<file path="src/rtl/reconfig_seq_pkg.sv">
package reconfig_seq_pkg;
  typedef enum logic [2:0] {
    S_IDLE = 3'd0,
    S_CRD  = 3'd1,
    S_CWR  = 3'd2,
    S_GAP  = 3'd3,
    S_SRD  = 3'd4
  } seq_state_t;

  localparam int PROF_W    = 3;
  localparam int BCAST_BIT = 6;
  localparam int LOAD_BIT  = 7;
endpackage

</file>
<file path="src/rtl/seq_gap_timer.sv">
module seq_gap_timer #(
  parameter int POLL_GAP = 16
) (
  input  logic clk,
  input  logic rst,
  input  logic load_i,
  output logic expired_o
);
  localparam int CW = $clog2(POLL_GAP + 1);

  logic [CW-1:0] cnt;

  always_ff @(posedge clk) begin
    if (rst) begin
      cnt <= '0;
    end else if (load_i) begin
      cnt <= CW'(POLL_GAP - 1);
    end else if (cnt != '0) begin
      cnt <= cnt - 1'b1;
    end
  end

  assign expired_o = (cnt == '0);
endmodule

</file>
<file path="src/rtl/seq_poll_count.sv">
module seq_poll_count #(
  parameter int POLL_MAX = 64
) (
  input  logic clk,
  input  logic rst,
  input  logic clear_i,
  input  logic inc_i,
  output logic last_o
);
  localparam int CW = $clog2(POLL_MAX + 1);

  logic [CW-1:0] cnt;

  always_ff @(posedge clk) begin
    if (rst || clear_i) begin
      cnt <= '0;
    end else if (inc_i) begin
      cnt <= cnt + 1'b1;
    end
  end

  assign last_o = (cnt == CW'(POLL_MAX - 1));
endmodule

</file>
<file path="src/rtl/seq_ctrl_fsm.sv">
module seq_ctrl_fsm
  import reconfig_seq_pkg::*;
#(
  parameter int                ADDR_W    = 10,
  parameter int                DATA_W    = 8,
  parameter logic [ADDR_W-1:0] CTRL_ADDR = 10'h340,
  parameter logic [ADDR_W-1:0] STAT_ADDR = 10'h341
) (
  input  logic              clk,
  input  logic              rst,
  input  logic              start_i,
  input  logic [PROF_W-1:0] profile_i,
  output logic [ADDR_W-1:0] mm_addr,
  output logic              mm_rd,
  output logic              mm_wr,
  output logic [DATA_W-1:0] mm_wdata,
  input  logic [DATA_W-1:0] mm_rdata,
  input  logic              mm_wait,
  input  logic              gap_expired_i,
  input  logic              poll_last_i,
  output logic              gap_load_o,
  output logic              poll_clear_o,
  output logic              poll_inc_o,
  output logic              done_o,
  output logic              err_o,
  output logic              busy_o
);
  localparam logic [DATA_W-1:0] FIELD_MASK =
    DATA_W'((1 << LOAD_BIT) | (1 << BCAST_BIT) | ((1 << PROF_W) - 1));
  localparam logic [DATA_W-1:0] LOAD_SET = DATA_W'(1 << LOAD_BIT);

  seq_state_t        state;
  logic [PROF_W-1:0] prof_q;
  logic              xfer_ok;
  logic              stat_busy;

  assign xfer_ok   = !mm_wait;
  assign stat_busy = mm_rdata[0];

  assign gap_load_o   = xfer_ok && ((state == S_CWR) ||
                        (state == S_SRD && stat_busy && !poll_last_i));
  assign poll_clear_o = xfer_ok && (state == S_CWR);
  assign poll_inc_o   = xfer_ok && (state == S_SRD) && stat_busy;
  assign busy_o       = (state != S_IDLE);

  always_ff @(posedge clk) begin
    if (rst) begin
      state    <= S_IDLE;
      prof_q   <= '0;
      mm_addr  <= '0;
      mm_rd    <= 1'b0;
      mm_wr    <= 1'b0;
      mm_wdata <= '0;
      done_o   <= 1'b0;
      err_o    <= 1'b0;
    end else begin
      done_o <= 1'b0;
      case (state)
        S_IDLE: begin
          if (start_i) begin
            prof_q  <= profile_i;
            err_o   <= 1'b0;
            mm_rd   <= 1'b1;
            mm_addr <= CTRL_ADDR;
            state   <= S_CRD;
          end
        end
        S_CRD: begin
          if (xfer_ok) begin
            mm_rd    <= 1'b0;
            mm_wr    <= 1'b1;
            mm_wdata <= (mm_rdata & ~FIELD_MASK) | LOAD_SET | DATA_W'(prof_q);
            state    <= S_CWR;
          end
        end
        S_CWR: begin
          if (xfer_ok) begin
            mm_wr <= 1'b0;
            state <= S_GAP;
          end
        end
        S_GAP: begin
          if (gap_expired_i) begin
            mm_rd   <= 1'b1;
            mm_addr <= STAT_ADDR;
            state   <= S_SRD;
          end
        end
        S_SRD: begin
          if (xfer_ok) begin
            mm_rd <= 1'b0;
            if (!stat_busy) begin
              done_o <= 1'b1;
              state  <= S_IDLE;
            end else if (poll_last_i) begin
              err_o <= 1'b1;
              state <= S_IDLE;
            end else begin
              state <= S_GAP;
            end
          end
        end
        default: state <= S_IDLE;
      endcase
    end
  end
endmodule

</file>
<file path="src/rtl/reconfig_poll_seq.sv">
module reconfig_poll_seq #(
  parameter int                ADDR_W    = 10,
  parameter int                DATA_W    = 8,
  parameter logic [ADDR_W-1:0] CTRL_ADDR = 10'h340,
  parameter logic [ADDR_W-1:0] STAT_ADDR = 10'h341,
  parameter int                POLL_GAP  = 16,
  parameter int                POLL_MAX  = 64
) (
  input  logic              clk,
  input  logic              rst,
  input  logic              start_i,
  input  logic [2:0]        profile_i,
  output logic [ADDR_W-1:0] mm_addr,
  output logic              mm_rd,
  output logic              mm_wr,
  output logic [DATA_W-1:0] mm_wdata,
  input  logic [DATA_W-1:0] mm_rdata,
  input  logic              mm_wait,
  output logic              done_o,
  output logic              err_o,
  output logic              busy_o
);
  logic gap_load, gap_expired, poll_clear, poll_inc, poll_last;

  seq_ctrl_fsm #(
    .ADDR_W(ADDR_W), .DATA_W(DATA_W),
    .CTRL_ADDR(CTRL_ADDR), .STAT_ADDR(STAT_ADDR)
  ) u_fsm (
    .clk(clk), .rst(rst), .start_i(start_i), .profile_i(profile_i),
    .mm_addr(mm_addr), .mm_rd(mm_rd), .mm_wr(mm_wr), .mm_wdata(mm_wdata),
    .mm_rdata(mm_rdata), .mm_wait(mm_wait),
    .gap_expired_i(gap_expired), .poll_last_i(poll_last),
    .gap_load_o(gap_load), .poll_clear_o(poll_clear), .poll_inc_o(poll_inc),
    .done_o(done_o), .err_o(err_o), .busy_o(busy_o)
  );

  seq_gap_timer #(.POLL_GAP(POLL_GAP)) u_gap (
    .clk(clk), .rst(rst), .load_i(gap_load), .expired_o(gap_expired)
  );

  seq_poll_count #(.POLL_MAX(POLL_MAX)) u_cnt (
    .clk(clk), .rst(rst), .clear_i(poll_clear), .inc_i(poll_inc),
    .last_o(poll_last)
  );
endmodule

</file>
<file path="config.mk">
export PLATFORM = sky130hd
export DESIGN_NAME = reconfig_poll_seq
export DESIGN_NICKNAME = d
export VERILOG_FILES = /design/src/rtl/reconfig_seq_pkg.sv /design/src/rtl/seq_gap_timer.sv /design/src/rtl/seq_poll_count.sv /design/src/rtl/seq_ctrl_fsm.sv /design/src/rtl/reconfig_poll_seq.sv
export SDC_FILE = /design/constraint.sdc
export NUM_CORES = 1
export LEC_CHECK = 0
export BUFFER_PORTS_ARGS = -buffer_cell sky130_fd_sc_hd__buf_2
export CAP_MARGIN = 20
export CELL_PAD_IN_SITES_DETAIL_PLACEMENT = 0
export CELL_PAD_IN_SITES_GLOBAL_PLACEMENT = 2
export CORE_AREA = 3 3 76 78
export DETAILED_ROUTE_END_ITERATION = 8
export DIE_AREA = 0 0 79 81
export GPL_TIMING_DRIVEN = 0
export HOLD_SLACK_MARGIN = 0.08
export PLACE_DENSITY_LB_ADDON = 0.1
export SLEW_MARGIN = 20
export SYNTH_ARGS = -nofsm -noshare
export SYNTH_HDL_FRONTEND = slang
export SYNTH_SLANG_ARGS = --single-unit
export TNS_END_PERCENT = 10
</file>
<file path="constraint.sdc">
create_clock -name clk -period 1.8 [get_ports clk]
set_input_delay 0.18 -clock clk [delete_from_list [all_inputs] [get_ports clk]]
set_output_delay 0.18 -clock clk [all_outputs]
set_load 0.005 [all_outputs]
</file>
Word level (Yosys, flattened, before mapping)

Index checks and enable logic that the tools add are counted.

Add/sub/neg operators: 2
Eq/ne operators: 13
Muxes and demuxes: 25
Bitwise gates (word level): 3
Reduce and logical (&&, ||, !) cells: 29

Operators with widths:

| cell                                                                  | count |
|---|---|
| 10-bit two-way mux                                                    | 2 |
| 10-bit case mux with 2 select lines                                   | 1 |
| 3-bit two-way mux                                                     | 6 |
| 3-bit case mux with 5 select lines                                    | 1 |
| 2-bit inequality test, second input constant                          | 7 |
| 5-bit AND reduction                                                   | 2 |
| 1-bit two-way mux                                                     | 9 |
| 4-bit two-way mux                                                     | 2 |
| 8-bit by 3-bit bitwise OR with 8-bit output                           | 1 |
| 2-bit nonzero test                                                    | 4 |
| 7-bit by 1-bit adder with 7-bit output, second input constant         | 1 |
| 7-bit by 6-bit equality test with 1-bit output, second input constant | 1 |
| 3-bit by 2-bit equality test with 1-bit output, second input constant | 2 |
| 1-bit logical AND                                                     | 6 |
| 3-bit AND reduction                                                   | 2 |
| 3-bit nonzero test                                                    | 2 |
| 5-bit logical NOT                                                     | 1 |
| 5-bit nonzero test                                                    | 1 |
| 5-bit by 1-bit subtractor with 5-bit output, second input constant    | 1 |
| 1-bit case mux with 2 select lines                                    | 2 |
| 2-bit AND reduction                                                   | 2 |
| 4-bit AND reduction                                                   | 1 |
| 2-bit OR reduction                                                    | 2 |
| 3-bit by 1-bit equality test with 1-bit output, second input constant | 1 |
| 9 further kinds                                                       | 12 |

Flip-flop bits (word level): 40
Bits of input ports: 15

Longest topological paths before layout

Depth in word-level cells: 6
Depth in mapped cells: 6

By module

Synthesis repeated with hierarchy kept, for this count alone.

Cells, all modules: 165
Area total of the unflattened synthesis: 1540.2 um^2

By module, submodules not included:

| module         | instances | cells an instance | area each (um^2) | sequential area each (um^2) |
|---|---|---|---|---|
| seq_ctrl_fsm   | 1         | 103               | 963.4            | 380.4 |
| seq_poll_count | 1         | 35                | 309.0            | 140.1 |
| seq_gap_timer  | 1         | 27                | 267.8            | 100.1 |

Worst setup path before layout

No wires, ideal clock.

Path kind: register to register
Start point: reg u_gap.cnt[0]
End point: reg u_fsm.mm_rd
Library setup time: 0.073 ns
Data arrival time: 1.393 ns
Slack: 0.334 ns
Cell stages (with the launch flop): 7
Path buffers: 0
Period minus slack after synthesis: 1.466 ns
Cell sequence: dfxtp_1 inv_1 ha_1 or4b_4 a31oi_1 nor3_1 nor3_2

Word-level cells in the longest chain between the ends: 3

RTL lines:

| element                                | line                | text |
|---|---|---|
| start: declaration                     | seq_gap_timer.sv:11 | `logic [CW-1:0] cnt;` |
| start signal: assignment               | seq_gap_timer.sv:17 | `cnt <= CW'(POLL_GAP - 1);` |
| start signal: assignment               | seq_gap_timer.sv:19 | `cnt <= cnt - 1'b1;` |
| 5-bit logical NOT                      | seq_gap_timer.sv:23 | `assign expired_o = (cnt == '0);` |
| 2-bit inequality test (no source line) | n/a                 |  |
| 4-bit AND reduction (no source line)   | n/a                 |  |
| end signal: assignment                 | seq_ctrl_fsm.sv:51  | `mm_rd <= 1'b0;` |
| end signal: assignment                 | seq_ctrl_fsm.sv:63  | `mm_rd <= 1'b1;` |
| end signal: assignment                 | seq_ctrl_fsm.sv:70  | `mm_rd <= 1'b0;` |
| end: declaration                       | seq_ctrl_fsm.sv:14  | `output logic mm_rd,` |

No other way between the ends.
A chain may end at the register's enable or synchronous reset.

Worst setup path in the final report

Start point: reg u_fsm.state[0]
End point: reg u_gap.cnt[4]

Word-level cells in the longest chain between the ends: 6

RTL lines:

| element                                 | line               | text |
|---|---|---|
| start: declaration                      | seq_ctrl_fsm.sv:32 | `seq_state_t state;` |
| start signal: assignment                | seq_ctrl_fsm.sv:48 | `state <= S_IDLE;` |
| start signal: assignment                | seq_ctrl_fsm.sv:65 | `state <= S_CRD;` |
| start signal: assignment                | seq_ctrl_fsm.sv:73 | `state <= S_CWR;` |
| 3-bit equality test                     | seq_ctrl_fsm.sv:41 | `(state == S_SRD && stat_busy && !poll_last_i));` |
| 1-bit logical AND (2 in series)         | seq_ctrl_fsm.sv:41 |  |
| 1-bit logical OR (*)                    | seq_ctrl_fsm.sv:40 | `assign gap_load_o = xfer_ok && ((state == S_CWR) \|\|` |
| 1-bit logical AND (*)                   | seq_ctrl_fsm.sv:40 |  |
| 2-bit OR reduction (no source line) (*) | n/a                |  |

Mark *: on every way between the ends. The rest lies on a longest branch, timed or not.

==> flow_summary.json <==
{
  "endpoint": "u_gap.cnt[4]",
  "num_io_pins": 38,
  "holdWs_ns": 0.139,
  "crit_required_ns": 1.97,
  "finalPower_mw": 2.47,
  "finalCriticalPeriod_ns": 1.64,
  "maxSlewHeadroom": 0.576,
  "critPathMaxFanout": 10,
  "worst_pin_slew_ns": 0.633,
  "peakVddDrop_mv": 0.446,
  "max_stage_delay_ns": 0.55,
  "finalMaxSlewViolations": 0,
  "cp_num_buf_inv": 1,
  "placementRows": 26,
  "use_met2": 0.166,
  "first_pass_iters": 4,
  "worstSetupStartpointType": "register",
  "post-route-period-util": 0.911,
  "routabilityCongestion": 0.708,
  "wl_per_cell_um": 12.0,
  "core_mm2": 0.00514,
  "htreeDepth": 2,
  "drt_wl_total_mm": 3.35,
  "drt_iter0_markers": 40,
  "numCtsBuffers": 5,
  "setup_violations": 0,
  "synthCells": 170,
  "critPathKind": "register to register",
  "synth_seq_area_share": 0.397,
  "hold_class": "input pin to register",
  "rsz0062_at_grt": "no",
  "synth-warning-count": 0,
  "finalNetCount": 226,
  "combPwrFrac": 0.419,
  "area_growth_pct": 21.3,
  "p_sw_frac": 0.343,
  "synth_cell_types": 45,
  "p_switching_mw": 0.846,
  "cp_top_family": "simple AND/OR/NAND/NOR gates",
  "endpoint_kind": "register",
  "cp.arrival_ns": 1.81,
  "gr-total-overflow": 0,
  "synth_seq_cells": 31,
  "grtUsageMet1": 0.153,
  "slowest_stage": "nor4b_4",
  "reg2reg_from": "u_fsm.state[0]",
  "pwr-share-clk": 0.220,
  "io_buffers": 24,
  "vias_per_cell": 4.43,
  "clkLatencyLatePin_ns": 0.28,
  "dp_hpwl_mm": 2.45,
  "cts_tree": "done",
  "grt_pass1_vias": 1195,
  "critPathLaunch": "u_fsm.state[0]",
  "path_cells": "buf_4, nor4b_4, a31oi_2, and4bb_1",
  "drive_above_1_share": 0.301,
  "grt_max_degree": 11,
  "worstRegToRegCells": 4,
  "internal_power_mw": 1.62,
  "synth.avg_cell_area_um2": 9.20,
  "busiest_layer": "met2",
  "cts-root-buf": "clkbuf_8",
  "clock.fmax_mhz": 610,
  "finClkSkew_ns": 0.00475,
  "cp_num_cells": 4,
  "clock_path_buffers": 2,
  "antenna_cells": 0,
  "post_cts_resize_count": 0,
  "fp.dieArea_mm2": 0.00640,
  "die_width_um": 79,
  "track_usage": 0.116,
  "hold_viol_final": 0,
  "cellPowerDensity_mw_per_mm2": 1300,
  "initial_core_util": 0.304,
  "tns_ns": 0,
  "pwr-share-seq": 0.361,
  "fillCellCount": 571,
  "vias": 1237,
  "grt_pass1_wl_mm": 5.75,
  "ff2ff_setup_slack_ns": 0.16,
  "grt_antenna_before_repair": 0,
  "drc": 0,
  "status": "finished clean",
  "ant_nets": 0,
  "cap_violations": 0,
  "yosysTopAreaCell": "dfxtp_1",
  "globalRouteMet3Util": 0.0466,
  "r2r-end": "u_gap.cnt[4]",
  "ys_top_cells_by_area": "dfxtp_1 40%, mux2i_1 5.8%, nor2_1 5.3%, buf_4 4.8%, nor4b_4 4.6%",
  "fin_ws_ns": 0.161,
  "synth_top_area_frac": 0.397,
  "die_y_um": 81,
  "leakage_nw": 0.823,
  "clk_pin_slew_ns": 0.06,
  "dp_worst_setup_slack_ns": 0.159,
  "clock_sinks": 31,
  "synthesis.area_mm2": 0.00156
}
worst min path at each step:
stage / from / to / slack (ns) / cells after the start
6_report: mm_rdata[3] / u_fsm.mm_wdata[3] / 0.14 / 3
5_1_grt: profile_i[0] / u_fsm.prof_q[0] / 0.16 / 3
4_1_cts: mm_rdata[3] / u_fsm.mm_wdata[3] / 0.14 / 3
3_5_place_dp: mm_rdata[3] / u_fsm.mm_wdata[3] / 0.43 / 3
3_3_place_gp: mm_rdata[5] / u_fsm.mm_wdata[5] / 0.42 / 3
2_1_floorplan: profile_i[0] / u_fsm.prof_q[0] / 0.33 / 2
final cells by class:
type	count	area, um^2	area share
inverter	3	11.3	0.00594
sequential	31	621	0.327
tap	70	87.6	0.0462
clock buffer	6	82.6	0.0435
clock inverter	1	5.00	0.00264
buffer	21	129	0.0679
multi-input combinational	121	826	0.435
timing repair buffer	26	135	0.0712
synthesized netlist by cell type, drive strengths merged:
master   count
and4bb       1
a211o        1
nor2        25
ha           2
a211oi       1
and2         3
nor4b        3
clkbuf       6
nand4        4
and3         1
or4b         1
o41ai        1
a31o         1
nor3         5
and4         1
xor2         6
nand3        3
a221oi       1
nand2        7
o21a         2
a21o         3
buf         15
nor3b        1
dfxtp       31
xnor2        2
inv          3
a21oi       12
a31oi        3
a2111oi      1
o31ai        1
or2          2
mux2i        9
nor2b        1
mux2         1
o21ai        2
nand2b       5
nand4b       1
nor4         1
conb         1
timing repair:
| item | CTS | global route |
|---|---|---|
| endpoints found under the setup margin | 0 | 2 |
| endpoints found under the hold margin | 0 | 0 |
| buffers inserted | 0 | 2 |
| hold buffers | 0 | 0 |
power groups by stage:
stage                     registers [mW]  clock network [mW]  logic [mW]
after floorplan                    0.898                   0       0.762
after global placement             0.900                   0       0.989
after detailed placement           0.904                   0       0.995
after CTS                          0.889               0.569        1.00
after global routing               0.910               0.598        1.17
final                              0.891               0.543        1.04
registers in the layout, indices dropped and copies added, names as in the netlist:
signal,count
u_gap.cnt,5
u_fsm.done_o,1
u_fsm.mm_wr,1
u_fsm.mm_rd,1
u_fsm.mm_wdata,7
u_fsm.err_o,1
u_fsm.prof_q,3
u_fsm.mm_addr,2
u_fsm.state,3
u_cnt.cnt,7
worst min-delay path, delay by kind of cell:
family / cells / cell delay, ns
AND/OR/NAND/NOR: 1 / 0.07
buffers and inverters: 1 / 0.08
multiplexers: 1 / 0.05
stage by stage:
| stage | area (um^2) | instances | util |
|---|---|---|---|
| after floorplan | 1590 | 176 | - |
| after global placement | 1790 | 270 | 0.349 |
| after detailed placement | 1790 | 270 | 0.349 |
| after CTS | 1880 | 277 | 0.366 |
| final | 1900 | 279 | 0.369 |
| after global routing | 1900 | 279 | 0.369 |
cell usage in the layout (no fill, tap or decap), types with 2 or more instances in the layout:
cell,n
nand4_1,4
o21ai_0,2
or2_2,2
nor2_1,22
o21a_1,2
nand3_1,3
and2_1,3
a31oi_1,2
mux2i_1,9
a21o_1,3
buf_4,12
clkbuf_1,6
nand2b_1,5
nor3_1,4
clkbuf_8,6
nor4b_4,3
nor2_2,3
xor2_1,6
conb_1,7
nand2_1,6
buf_2,28
xnor2_1,2
ha_1,2
inv_1,3
a21oi_1,12
dfxtp_1,31
per-layer routing:
metal  wire (um)  vias to the layer above
met5           0                        -
met4          60                        0
met3         253                        5
met2        1440                       33
met1        1600                      547
li1            -                      652
logic make-up (layout without fill, tap and decap cells):
| logic type | after synthesis | after routing | synth area share |
|---|---|---|---|
| simple gates | 65 | 65 | 0.258 |
| other cells | 1 | 7 | 0.00240 |
| mux | 10 | 10 | 0.0648 |
| compound gates | 29 | 29 | 0.127 |
| flops | 31 | 31 | 0.397 |
| xor+xnor | 8 | 8 | 0.0448 |
| buf+inv | 24 | 57 | 0.0896 |
| fa+ha+maj | 2 | 2 | 0.0160 |
(Power assumes the default switching activity.)
